[src/rtl/lpc_host_pkg.sv]
// Shared definitions for the LPC I/O burst host.
// Assumes an 8-bit register byte offset and 4-bit nibble bus.
package lpc_host_pkg;

    typedef enum logic [3:0] {
        S_IDLE, S_START, S_CTYPE, S_ADDR, S_WDATA, S_TAR1, S_TAR2,
        S_SYNC, S_RDATA, S_TARE1, S_TARE2, S_ABORT
    } seq_state_t;

    // register byte offsets (software decodes these)
    localparam logic [7:0] OFF_GO    = 8'h00;
    localparam logic [7:0] OFF_STAT  = 8'h04;
    localparam logic [7:0] OFF_COUNT = 8'h10;
    localparam logic [7:0] OFF_CMD   = 8'h14;
    localparam logic [7:0] OFF_PORT  = 8'h20;
    localparam logic [7:0] OFF_WBUF  = 8'h24;
    localparam logic [7:0] OFF_RBUF  = 8'h28;

    // nibble codes on the bus
    localparam logic [3:0] NIB_START   = 4'h0;
    localparam logic [3:0] NIB_IO_RD   = 4'h0;
    localparam logic [3:0] NIB_IO_WR   = 4'h2;
    localparam logic [3:0] NIB_IDLE    = 4'hF;
    localparam logic [3:0] SYNC_READY  = 4'h0;
    localparam logic [3:0] SYNC_WAIT_S = 4'h5;
    localparam logic [3:0] SYNC_WAIT_L = 4'h6;

endpackage

[src/rtl/lpc_byte_fifo.sv]
// Small byte FIFO with synchronous clear.
// Pushes into a full FIFO and pops from an empty one are dropped; the
// head reads 0xFF while empty. Clear wins over push and pop.
module lpc_byte_fifo #(
    parameter int DEPTH = 4
) (
    input  logic       clk,
    input  logic       rst_n,
    input  logic       clr,
    input  logic       push,
    input  logic [7:0] din,
    input  logic       pop,
    output logic [7:0] dout,
    output logic       empty,
    output logic       full
);
    localparam int PW = (DEPTH > 1) ? $clog2(DEPTH) : 1;
    localparam int CW = $clog2(DEPTH + 1);

    logic [7:0]    mem [DEPTH];
    logic [PW-1:0] wp, rp;
    logic [CW-1:0] cnt;
    logic          do_push, do_pop;

    assign empty   = (cnt == '0);
    assign full    = (cnt == CW'(DEPTH));
    assign do_push = push && !full;
    assign do_pop  = pop && !empty;
    assign dout    = empty ? 8'hFF : mem[rp];

    // storage write
    always_ff @(posedge clk) begin
        if (do_push && !clr) mem[wp] <= din;
    end

    // pointer and occupancy update
    always_ff @(posedge clk) begin
        if (!rst_n || clr) begin
            wp  <= '0;
            rp  <= '0;
            cnt <= '0;
        end else begin
            if (do_push) wp <= (wp == PW'(DEPTH - 1)) ? '0 : wp + 1'b1;
            if (do_pop)  rp <= (rp == PW'(DEPTH - 1)) ? '0 : rp + 1'b1;
            cnt <= cnt + CW'(do_push) - CW'(do_pop);
        end
    end

    p_no_overflow_r5: assert property (@(posedge clk) disable iff (!rst_n)
        cnt <= CW'(DEPTH))
        else $error("fifo occupancy beyond depth");

endmodule

[src/rtl/lpc_cycle_seq.sv]
// Sequencer that runs a burst of byte-wide LPC I/O cycles on the pins.
// Assumes the bus clock equals clk and that the caller holds wbyte at
// the write-FIFO head; pops/pushes are single-cycle strobes.
module lpc_cycle_seq
    import lpc_host_pkg::*;
#(
    parameter int ADDR_W     = 16,
    parameter int CNT_W      = 3,
    parameter int MAX_WAIT   = 256,
    parameter int ABORT_CLKS = 4
) (
    input  logic              clk,
    input  logic              rst_n,
    input  logic              start,
    input  logic              is_write,
    input  logic              same_port,
    input  logic [CNT_W-1:0]  n_cycles,
    input  logic [ADDR_W-1:0] base_port,
    input  logic [7:0]        wbyte,
    output logic              wpop,
    output logic              rpush,
    output logic [7:0]        rbyte,
    output logic              busy,
    output logic              done_ok,
    output logic              aborted,
    output logic              lframe_n,
    output logic [3:0]        lad_o,
    output logic              lad_oe,
    input  logic [3:0]        lad_i
);
    localparam int NIB  = ADDR_W / 4;
    localparam int NW   = (NIB > 1) ? $clog2(NIB) : 1;
    localparam int WW   = $clog2(MAX_WAIT + 1);
    localparam int AW   = (ABORT_CLKS > 1) ? $clog2(ABORT_CLKS) : 1;

    seq_state_t        state;
    logic [NW-1:0]     nib;
    logic [CNT_W-1:0]  idx, cnt_l;
    logic [WW-1:0]     wait_cnt;
    logic [AW-1:0]     acnt;
    logic [3:0]        rlo;
    logic              wr_l, same_l, last;
    logic [ADDR_W-1:0] base_l, cur_port;

    assign cur_port = same_l ? base_l : base_l + ADDR_W'(idx);
    assign last     = (idx == cnt_l - 1'b1);
    assign busy     = (state != S_IDLE);
    assign done_ok  = (state == S_TARE2) && last;
    assign aborted  = (state == S_ABORT) && (acnt == AW'(ABORT_CLKS - 1));
    assign rbyte    = {lad_i, rlo};

    // pin drive and FIFO strobes decoded from the phase
    always_comb begin
        lframe_n = 1'b1;
        lad_oe   = 1'b0;
        lad_o    = NIB_IDLE;
        wpop     = 1'b0;
        rpush    = 1'b0;
        case (state)
            S_START: begin lframe_n = 1'b0; lad_oe = 1'b1; lad_o = NIB_START; end
            S_CTYPE: begin lad_oe = 1'b1; lad_o = wr_l ? NIB_IO_WR : NIB_IO_RD; end
            S_ADDR:  begin
                lad_oe = 1'b1;
                lad_o  = cur_port[(NIB - 1 - int'(nib)) * 4 +: 4];
            end
            S_WDATA: begin
                lad_oe = 1'b1;
                lad_o  = nib[0] ? wbyte[7:4] : wbyte[3:0];
                wpop   = nib[0];
            end
            S_TAR1:  begin lad_oe = 1'b1; lad_o = NIB_IDLE; end
            S_RDATA: rpush = nib[0];
            S_ABORT: begin lframe_n = 1'b0; lad_oe = 1'b1; lad_o = NIB_IDLE; end
            default: ;
        endcase
    end

    // phase sequencing, burst bookkeeping and sync handling
    always_ff @(posedge clk) begin
        if (!rst_n) begin
            state    <= S_IDLE;
            nib      <= '0;
            idx      <= '0;
            cnt_l    <= '0;
            wait_cnt <= '0;
            acnt     <= '0;
            rlo      <= '0;
            wr_l     <= 1'b0;
            same_l   <= 1'b0;
            base_l   <= '0;
        end else begin
            case (state)
                S_IDLE: if (start) begin
                    wr_l   <= is_write;
                    same_l <= same_port;
                    cnt_l  <= n_cycles;
                    base_l <= base_port;
                    idx    <= '0;
                    state  <= S_START;
                end
                S_START: state <= S_CTYPE;
                S_CTYPE: begin nib <= '0; state <= S_ADDR; end
                S_ADDR: begin
                    if (nib == NW'(NIB - 1)) begin
                        nib   <= '0;
                        state <= wr_l ? S_WDATA : S_TAR1;
                    end else begin
                        nib <= nib + 1'b1;
                    end
                end
                S_WDATA: begin
                    nib <= nib[0] ? '0 : NW'(1);
                    if (nib[0]) state <= S_TAR1;
                end
                S_TAR1: state <= S_TAR2;
                S_TAR2: begin wait_cnt <= '0; state <= S_SYNC; end
                S_SYNC: begin
                    if (lad_i == SYNC_READY) begin
                        nib   <= '0;
                        state <= wr_l ? S_TARE1 : S_RDATA;
                    end else if (lad_i == SYNC_WAIT_S || lad_i == SYNC_WAIT_L) begin
                        if (wait_cnt == WW'(MAX_WAIT)) begin
                            acnt  <= '0;
                            state <= S_ABORT;
                        end else begin
                            wait_cnt <= wait_cnt + 1'b1;
                        end
                    end else begin
                        acnt  <= '0;
                        state <= S_ABORT;
                    end
                end
                S_RDATA: begin
                    if (nib[0]) begin
                        nib   <= '0;
                        state <= S_TARE1;
                    end else begin
                        rlo <= lad_i;
                        nib <= NW'(1);
                    end
                end
                S_TARE1: state <= S_TARE2;
                S_TARE2: begin
                    if (last) state <= S_IDLE;
                    else begin
                        idx   <= idx + 1'b1;
                        state <= S_START;
                    end
                end
                S_ABORT: begin
                    if (acnt == AW'(ABORT_CLKS - 1)) state <= S_IDLE;
                    else acnt <= acnt + 1'b1;
                end
                default: state <= S_IDLE;
            endcase
        end
    end

    p_start_one_clock_r3: assert property (@(posedge clk) disable iff (!rst_n)
        (!lframe_n && lad_oe && lad_o == NIB_START) |=> lframe_n)
        else $error("start strobe longer than one clock");

    p_wait_limit_r6: assert property (@(posedge clk) disable iff (!rst_n)
        wait_cnt <= WW'(MAX_WAIT))
        else $error("wait counter past limit");

    p_bad_sync_aborts_r8: assert property (@(posedge clk) disable iff (!rst_n)
        (state == S_SYNC && lad_i != SYNC_READY && lad_i != SYNC_WAIT_S &&
         lad_i != SYNC_WAIT_L) |=> (!lframe_n && lad_o == NIB_IDLE))
        else $error("error sync not followed by abort pattern");

    p_abort_hold_r8: assert property (@(posedge clk) disable iff (!rst_n)
        (state == S_ABORT && acnt != AW'(ABORT_CLKS - 1)) |=>
        (!lframe_n && lad_oe && lad_o == NIB_IDLE))
        else $error("abort pattern cut short");

endmodule

[src/rtl/lpc_burst_host.sv]
// Register-mapped LPC I/O burst host: register file, byte FIFOs and
// the cycle sequencer. Assumes one register access per clock and that
// read data is taken in the same cycle as the read strobe.
module lpc_burst_host
    import lpc_host_pkg::*;
#(
    parameter int ADDR_W     = 16,
    parameter int CNT_W      = 3,
    parameter int MAX_CYC    = 4,
    parameter int FIFO_DEPTH = 4,
    parameter int MAX_WAIT   = 256,
    parameter int ABORT_CLKS = 4
) (
    input  logic        clk,
    input  logic        rst_n,
    input  logic [7:0]  bus_addr,
    input  logic        bus_wen,
    input  logic [31:0] bus_wdata,
    input  logic        bus_ren,
    output logic [31:0] bus_rdata,
    output logic        lframe_n,
    output logic [3:0]  lad_o,
    output logic        lad_oe,
    input  logic [3:0]  lad_i
);
    logic [CNT_W-1:0]  cnt_r, cnt_eff;
    logic              cmd_wr, cmd_same;
    logic [ADDR_W-1:0] port_r;
    logic              finished;
    logic              busy, done_ok, aborted;
    logic              go_acc, cfg_we;
    logic              wpop, rpush, rpop, wpush;
    logic [7:0]        wbyte, rbyte, rhead;
    logic              w_empty, w_full, r_empty, r_full;
    logic              unused_bits;

    assign unused_bits = ^{bus_wdata[31:ADDR_W], bus_wdata[2:1],
                           w_empty, w_full, r_empty, r_full};

    assign cfg_we  = bus_wen && !busy;
    assign cnt_eff = (cnt_r > CNT_W'(MAX_CYC)) ? CNT_W'(MAX_CYC) : cnt_r;
    assign go_acc  = cfg_we && (bus_addr == OFF_GO) && bus_wdata[0];
    assign wpush   = cfg_we && (bus_addr == OFF_WBUF);
    assign rpop    = bus_ren && (bus_addr == OFF_RBUF);

    // configuration registers, writable only between bursts
    always_ff @(posedge clk) begin
        if (!rst_n) begin
            cnt_r    <= '0;
            cmd_wr   <= 1'b0;
            cmd_same <= 1'b0;
            port_r   <= '0;
        end else if (cfg_we) begin
            case (bus_addr)
                OFF_COUNT: cnt_r <= bus_wdata[CNT_W-1:0];
                OFF_CMD:   begin cmd_wr <= bus_wdata[0]; cmd_same <= bus_wdata[3]; end
                OFF_PORT:  port_r <= bus_wdata[ADDR_W-1:0];
                default: ;
            endcase
        end
    end

    // completion flag: cleared by a start, set by a clean finish
    always_ff @(posedge clk) begin
        if (!rst_n)       finished <= 1'b0;
        else if (go_acc)  finished <= (cnt_eff == '0);
        else if (done_ok) finished <= 1'b1;
    end

    // register read mux
    always_comb begin
        bus_rdata = '0;
        case (bus_addr)
            OFF_STAT:  bus_rdata = {30'd0, finished, !busy};
            OFF_COUNT: bus_rdata = 32'(cnt_r);
            OFF_CMD:   bus_rdata = {28'd0, cmd_same, 2'b00, cmd_wr};
            OFF_PORT:  bus_rdata = 32'(port_r);
            OFF_RBUF:  bus_rdata = {24'd0, rhead};
            default:   bus_rdata = '0;
        endcase
    end

    lpc_byte_fifo #(.DEPTH(FIFO_DEPTH)) u_wbuf (
        .clk(clk), .rst_n(rst_n), .clr(done_ok || aborted),
        .push(wpush), .din(bus_wdata[7:0]), .pop(wpop),
        .dout(wbyte), .empty(w_empty), .full(w_full)
    );

    lpc_byte_fifo #(.DEPTH(FIFO_DEPTH)) u_rbuf (
        .clk(clk), .rst_n(rst_n), .clr(go_acc),
        .push(rpush), .din(rbyte), .pop(rpop),
        .dout(rhead), .empty(r_empty), .full(r_full)
    );

    lpc_cycle_seq #(
        .ADDR_W(ADDR_W), .CNT_W(CNT_W),
        .MAX_WAIT(MAX_WAIT), .ABORT_CLKS(ABORT_CLKS)
    ) u_seq (
        .clk(clk), .rst_n(rst_n),
        .start(go_acc && (cnt_eff != '0)),
        .is_write(cmd_wr), .same_port(cmd_same),
        .n_cycles(cnt_eff), .base_port(port_r), .wbyte(wbyte),
        .wpop(wpop), .rpush(rpush), .rbyte(rbyte),
        .busy(busy), .done_ok(done_ok), .aborted(aborted),
        .lframe_n(lframe_n), .lad_o(lad_o), .lad_oe(lad_oe), .lad_i(lad_i)
    );

    p_busy_after_go_r2: assert property (@(posedge clk) disable iff (!rst_n)
        (go_acc && cnt_eff != '0) |=> busy)
        else $error("accepted start did not raise busy");

    p_zero_count_r2: assert property (@(posedge clk) disable iff (!rst_n)
        (go_acc && cnt_eff == '0) |=> (finished && !busy))
        else $error("zero-length burst not finished at once");

    p_cfg_locked_r10: assert property (@(posedge clk) disable iff (!rst_n)
        (busy && bus_wen) |=> ($stable(cnt_r) && $stable(port_r) && $stable(cmd_wr)))
        else $error("configuration changed during burst");

    p_abort_flags_r8: assert property (@(posedge clk) disable iff (!rst_n)
        aborted |=> (!finished && !busy))
        else $error("abort left finished set");

endmodule

[config.mk]
export PLATFORM = sky130hd
export DESIGN_NAME = lpc_burst_host
export DESIGN_NICKNAME = d
export VERILOG_FILES = /design/src/rtl/lpc_host_pkg.sv /design/src/rtl/lpc_byte_fifo.sv /design/src/rtl/lpc_cycle_seq.sv /design/src/rtl/lpc_burst_host.sv
export SDC_FILE = /design/constraint.sdc
export NUM_CORES = 1
export LEC_CHECK = 0
export BUFFER_PORTS_ARGS = -buffer_cell sky130_fd_sc_hd__buf_2
export CAP_MARGIN = 30
export CORE_ASPECT_RATIO = 0.8
export CORE_MARGIN = 4
export CORE_UTILIZATION = 61
export CTS_BUF_LIST = sky130_fd_sc_hd__clkbuf_8
export DETAILED_ROUTE_END_ITERATION = 8
export HOLD_SLACK_MARGIN = 0.05
export PLACE_DENSITY_LB_ADDON = 0.25
export SLEW_MARGIN = 5
export SYNTH_ARGS = -nofsm -noshare
export SYNTH_HDL_FRONTEND = slang
export SYNTH_SLANG_ARGS = --single-unit
[constraint.sdc]
create_clock -name clk -period 3.4 [get_ports clk]
set_input_delay 0.34 -clock clk [delete_from_list [all_inputs] [get_ports clk]]
set_output_delay 0.34 -clock clk [all_outputs]
set_load 0.05 [all_outputs]
-- Word-level counts from Yosys, hierarchy flattened
Memory sizes are Yosys's and may differ from the RTL's. A register that Yosys moved wholly into a read port is not among the register bits.
Cells that the tools add are included.
- reductions and logical operators: 52
- div/mod/pow operators: 0
- bitwise logic cells: 1
- add/sub/neg operators: 15
- eq/ne operators: 42
- shift-type cells: 1
- magnitude comparators: 1
- multiplexer cells: 54
- $mul: 0
- operators with widths (cell ; count):
    16-bit case mux with 5 select lines ; 1
    4-bit case mux with 12 select lines ; 1
    4-bit 2-to-1 mux ; 9
    16-bit by 32-bit indexed part select with 4-bit output ; 1
    2-bit 2-to-1 mux ; 15
    9-bit 2-to-1 mux ; 3
    4-bit by 3-bit equality test with 1-bit output (second input constant) ; 6
    8-bit by 6-bit equality test with 1-bit output (second input constant) ; 3
    9-bit case mux with 2 select lines ; 1
    16-bit by 3-bit adder with 16-bit output ; 1
    4-bit equality test (second input constant) ; 4
    8-bit by 5-bit equality test with 1-bit output (second input constant) ; 2
    16-bit 2-to-1 mux ; 1
    8-bit 2-to-1 mux ; 2
    4-bit case mux with 4 select lines ; 1
    1-bit logical AND ; 14
    1-bit 2-to-1 mux ; 14
    2-bit by 1-bit adder with 2-bit output (second input constant) ; 6
    2-bit equality test (second input constant) ; 6
    2-bit by 1-bit != test with 1-bit output (second input constant) ; 6
    2-bit AND reduction ; 6
    2-bit != test (second input constant) ; 5
    9-bit by 1-bit adder with 9-bit output (second input constant) ; 1
    9-bit equality test (second input constant) ; 1
    31 further kinds ; 56
- bits in writable memories: 64
- latch bits: 0
- input bits: 48
- memories: 2
- flip-flop bits (word level): 81
- word-level logic and storage cells: 189
- output and inout bits: 38
- memory bits (read-only): 0
- memory list (memory ; depth ; bits a word ; rd ports ; clocked after memory_dff ; wr ports ; RTL line ; RTL):
    u_rbuf.mem ; 4 ; 8 ; 1 ; 1 ; 1 ; lpc_byte_fifo.sv:20 ; logic [7:0] mem [DEPTH];
    u_wbuf.mem ; 4 ; 8 ; 1 ; 1 ; 1 ; lpc_byte_fifo.sv:20 ;

-- Longest topological paths before layout
- depth in word-level cells: 9
- depth in mapped cells: 13
- mapped depth without buffers: 12

-- Cells and area by module
Synthesis repeated with hierarchy kept, for this count alone.
- cell total of the unflattened synthesis: 739
- area total of the unflattened synthesis: 7712.4 sq um
- modules (own cells, without submodules) (module ; area each (sq um) ; cells an instance ; sequential area each (sq um) ; times used):
    lpc_byte_fifo ; 1695.4 ; 101 ; 1141.1 ; 2
    lpc_cycle_seq ; 2942.8 ; 378 ; 900.9 ; 1
    lpc_burst_host ; 1378.8 ; 159 ; 440.4 ; 1

-- Worst setup path after synthesis
OpenSTA, ideal clock, no wires.
- path type: flip-flop to output port
- start: register u_seq.idx[0]
- end: output lad_o[0]
- slack: -0.049 ns
- stages on the path, launching flop included: 9
- data required time: 3.060 ns
- data arrival time: 3.109 ns
- cell sequence: dfxtp_1 > ha_1 > inv_1 > fa_1 > nand2b_1 > a2111oi_0 > xor2_1 > nor3_1 > o31ai_1
- longest elaborated chain between the ends: 4
- RTL lines (element ; RTL line ; RTL):
    start, declared ; lpc_cycle_seq.sv:38 ; logic [CNT_W-1:0] idx, cnt_l;
    start signal, assigned ; lpc_cycle_seq.sv:146 ; idx <= idx + 1'b1;
    16-bit by 3-bit adder with 16-bit output ; lpc_cycle_seq.sv:45 ; assign cur_port = same_l ? base_l : base_l + ADDR_W'(idx);
    16-bit 2-to-1 mux ; lpc_cycle_seq.sv:45 ;
    16-bit by 32-bit indexed part select with 4-bit output ; lpc_cycle_seq.sv:64 ; lad_o = cur_port[(NIB - 1 - int'(nib)) * 4 +: 4];
    4-bit case mux with 4 select lines ; lpc_cycle_seq.sv:59 ; case (state)
    end, declared ; lpc_burst_host.sv:22 ; output logic [3:0] lad_o,
Every way passes these cells.

-- Worst setup path in the final report
Ends and elaborated chain as after synthesis.

==> results summary <==
The prevailing post-synth register cell is dfxtp_1. The normalized max-slew margin came out at approximately 53%. The global-route usage over all layers came out at 24.16%. The maximum frequency from static timing analysis is 311.2 MHz. Setup repair after global routing left no endpoint under its margin.

The total power came out at around 3.5 mW. The flip-flop and latch count after synthesis came out at 149. Summed over all nets, wire length on met3 after detailed routing comes to 1.016 mm. The residual DRC count came out at 0. The detailed-placement wirelength estimate came out at 12.20 mm. The mapped cell area came out at 0.007542 sq mm. The critical path is of the flop to output pin type.

The register-to-register setup slack came out at 0.58 ns. The share of post-route cells with drive strength above 1 came out at about 17%. The count of non-filler cells in the finished layout is 950. The pin slew with the least headroom to its limit is between 0.7 and 0.8 ns. The antenna diode count is 0. In this run, placement finished with an instance count of 918.

The signal arrival time at the worst endpoint is 2.87 ns. The power per unit of standard cell area is 422.9 mW/mm^2. For the finished layout, the period the worst path requires is 3.214 ns. The number of top-level pins came out at 86.

The number of buffers inserted to repair setup after CTS came out at 0. At the placement stage, the worst setup path has a slack of 0.4030 ns. The floorplan step defined a die boundary enclosing 0.01422 sq mm. The final net count is around 860. Adding up every negative setup slack in the final design gives 0 ns. The total number of H-tree levels came out at 4. For the worst setup path, the data required time is 3.06 ns. The critical path buffer and inverter count is 2. Broken down by cell family, the worst path's largest delay share belongs to compound AO/OA/AOI/OAI gates. The clock-pin transition on the worst setup and hold timing paths is 0.08 ns. The count of endpoints failing setup in the final report came out at 0. The delay of the slowest cell on the worst path is 0.42 ns. The multi-input gate area in the final layout is 0.003560 sq mm.

Across all setup checks in the final design, the least slack found is 0.1864 ns. The startpoint kind of the worst setup timing path is a flop. The number of buffers inserted during clock tree synthesis is 17. The average via count per standard cell is between 5 and 6.

The first TritonRoute pass finished after 6 iterations. The number of max-cap violations is 0. The horizontal extent of the die is 132.3 um. The final design instance area without fill is around 0.0083 sq mm. The final-report hold violation count is 0. The flow ran to the end, and the final reports show no timing, DRC or antenna violations.

The met1 wire length is 7.170 mm. The average cell area after synthesis came out at 10.23 sq um. The startpoint identified for the worst hold timing path is bus_wdata[7].

The number of pins with negative max-slew slack in the final report is 0. The total detailed-routing wirelength is 16.52 mm. The number of port buffers came out at 53. STA classifies the critical path endpoint as an output pin.

The number of global-route vias before repair is between 5,000 and 6,000. The worst clock skew came out at about 0.014 ns. Counting instances, the worst hold path has a depth of 1.

Summed over all nets, wire length on met2 after detailed routing comes to about 7.8 mm. The die span in y is 107.5 um. The core region area came out at 0.01212 sq mm.

In this run, the number of DRC markers left after iteration 0 of detailed routing was 373. The worst register-to-register path begins at u_seq.state[3]. The largest fanout of any net on the critical path is 5. The end of the worst register-to-register path is u_wbuf.cnt[2]. The global placer's final weighted congestion is 0.8838.

For the worst-skew pair, the clock arrives at the later sink with an insertion delay of roughly 0.44 ns. The number of nets still failing antenna checks after routing is 0. The Yosys warning count is 0. The clock net in this run drives a total of 149 sinks. The static leakage came out at 2.986 nW. After detailed routing, no signal wire sits above met4. The number of placement rows came out at 36. The number of synthesized flops with an enable pin is 64.

For hold timing, the worst endpoint is u_wbuf.mem[0][7]. On the critical path, the stage with the largest delay is an instance of a2111oi_2. The total vias in the final route came out at between 5,000 and 6,000. In this run the cell area measured after placement is 0.007868 sq mm. The largest net degree at the start of global routing came out at 42.

The first-pass GRT wire length is 27.27 mm. After clock tree synthesis, the flow added hold-fix buffers numbering 0. After synthesis, the share of flip-flops with an asynchronous set or reset is 0%. The buffer type at the clock tree root is clkbuf_8. The period utilization is a little over nine tenths. The signal on the critical path passes through ha_1, inv_1, fa_1, nand2b_1, a2111oi_2, xor2_1, nor3_1, o31ai_2, buf_4. From synthesis to final layout, the design area changed by 9.721%. The post-detailed-route wirelength per cell is 17.39 um. The total global routing overflow is 0. The classification of the worst-slack hold path is input port to flop. Synthesis produced a netlist whose cell count is between 700 and 800. The buffer depth of the longest clock path came out at 2. The distinct cell type count after synthesis is 77.

The initial utilization of the core area, before any placement, comes to 62.25%. IR analysis of the VDD net gives a maximum drop of ~0.31 mV. The share of the yosys chip area belonging to registers is 48.04%.

The number of antenna violations at the first check in global routing came to 0. The CTS tree is yes. The filler cell count in the final layout came out at 903.

The area occupied by registers is ~0.0036 sq mm. The number of cells traversed by the worst register-to-register path is 13.
-- worst register-to-register path, cell delays in order, from the launching register on --
cell      delay (ns)
dfxtp_1         0.60
nand2b_1        0.28
nor3_1          0.07
buf_4           0.18
nand3_1         0.22
inv_1           0.08
ha_1            0.29
inv_1           0.06
ha_1            0.12
inv_1           0.04
fa_1            0.37
xor2_1          0.16
xnor2_1         0.18
nor2_1          0.05
-- how the worst max path moves through the flow --
stage / cells past startpoint / start / to / slack (ns)
3_5_place_dp: 9 / u_seq.idx[0] / lad_o[0] / 0.40
5_1_grt: 9 / u_seq.idx[0] / lad_o[2] / 0.01
2_1_floorplan: 8 / u_seq.idx[0] / lad_o[2] / 0.12
3_3_place_gp: 9 / u_seq.idx[0] / lad_o[0] / 0.47
6_report: 9 / u_seq.idx[0] / lad_o[0] / 0.19
4_1_cts: 9 / u_seq.idx[0] / lad_o[0] / 0.02
-- layout by cell type, fill, tap and decap left out, types with 17 or more instances in the layout --
cell type | synthesis | final
edfxtp_1 | 64 | 64
a21boi_0 | 46 | 46
nand2_1 | 119 | 119
buf_2 | 8 | 51
inv_1 | 36 | 37
o21ai_0 | 21 | 21
dfxtp_1 | 85 | 84
clkbuf_8 | 0 | 17
ha_1 | 23 | 23
nor2_1 | 37 | 37
a21oi_1 | 19 | 19
-- power breakdown --
group | leakage, nW | switching, mW | internal [mW]
Combinational | 1.54 | 0.212 | 0.0750
Sequential | 1.24 | 0.0105 | 1.86
Clock | 0.203 | 0.681 | 0.660
Total | 2.99 | 0.903 | 2.60
-- kinds of logic (layout without fill, tap and decap cells) --
group | count (synthesis) | in the layout | share of synthesized area (%)
compound gates | 144 | 144 | 13.60
flops | 149 | 149 | 48.04
fa+ha+maj | 26 | 26 | 4.612
other cells | 1 | 16 | 0.04972
mux | 32 | 32 | 6.918
buf+inv | 90 | 136 | 5.723
xor+xnor | 19 | 19 | 2.389
simple gates | 276 | 276 | 18.66
-- metal layers --
metal / track usage (%) / vias up
met3: 4.486 / 32
li1: - / 2721
met5: 0 / -
met1: 30.87 / 2692
met2: 40.57 / 184
met4: 10.61 / 0
-- flip-flops by register name (all words and copies together) (netlist names), 2 cells and up, named ones only --
| signal | count |
|---|---|
| u_seq.base_l | 16 |
| u_rbuf.cnt | 3 |
| u_wbuf.wp | 2 |
| u_seq.acnt | 2 |
| port_r | 16 |
| u_seq.state | 4 |
| u_seq.rlo | 4 |
| u_seq.idx | 3 |
| u_wbuf.rp | 2 |
| u_rbuf.mem | 32 |
| u_wbuf.mem | 32 |
| u_seq.cnt_l | 3 |
| cnt_r | 3 |
| u_wbuf.cnt | 3 |
| u_rbuf.rp | 2 |
| u_seq.nib | 2 |
| u_rbuf.wp | 2 |
| u_seq.wait_cnt | 9 |
-- Yosys cell counts, drive strengths merged (4+ instances only) --
| library cell | count | area share [%] |
|---|---|---|
| nand2 | 119 | 5.9 |
| dfxtp | 85 | 23 |
| edfxtp | 64 | 25 |
| a21boi | 46 | 4.6 |
| nor2 | 37 | 1.8 |
| inv | 36 | 1.8 |
| buf | 30 | 2.7 |
| ha | 23 | 3.8 |
| o21ai | 23 | 1.5 |
| clkbuf | 22 | 1.1 |
| a21oi | 19 | 1.3 |
| mux4 | 16 | 4.8 |
| mux2i | 15 | 2.0 |
| and3 | 14 | 1.2 |
| nand3 | 14 | 0.93 |
| nor3 | 14 | 0.93 |
| and2 | 13 | 1.1 |
| xor2 | 11 | 1.3 |
| nor2b | 10 | 0.83 |
| nand2b | 8 | 0.66 |
| nand4 | 8 | 0.86 |
| nor4 | 8 | 0.86 |
| o211ai | 8 | 0.86 |
| or4 | 7 | 0.75 |
| xnor2 | 7 | 0.81 |
| or3 | 6 | 0.50 |
| o2111ai | 5 | 0.58 |
| o31ai | 5 | 0.50 |
| a31oi | 4 | 0.33 |
| o21a | 4 | 0.40 |
-- area by class of cell --
type	count	area share (%)
flip-flops and latches	149	43.80
inverters	38	1.724
well taps	152	2.298
repair buffers	66	4.445
multi-input cells	513	43.01
clock buffers	17	2.827
clock inverters	15	1.890
-- through the flow --
stage,hold WS [ns],util (%)
after CTS,0.1252,68.18
after floorplan,0.4380,-
after detailed placement,0.4663,64.93
after global placement,0.4534,64.93
final,0.1520,68.30
after global routing,0.1301,68.30
-- timing repair --
item	CTS	global route
gates cloned	0	0
pin swaps	0	1
gates resized for setup	2	5
endpoints found under the setup margin	1	2
No activity file was read; power rests on OpenSTA's default activity.
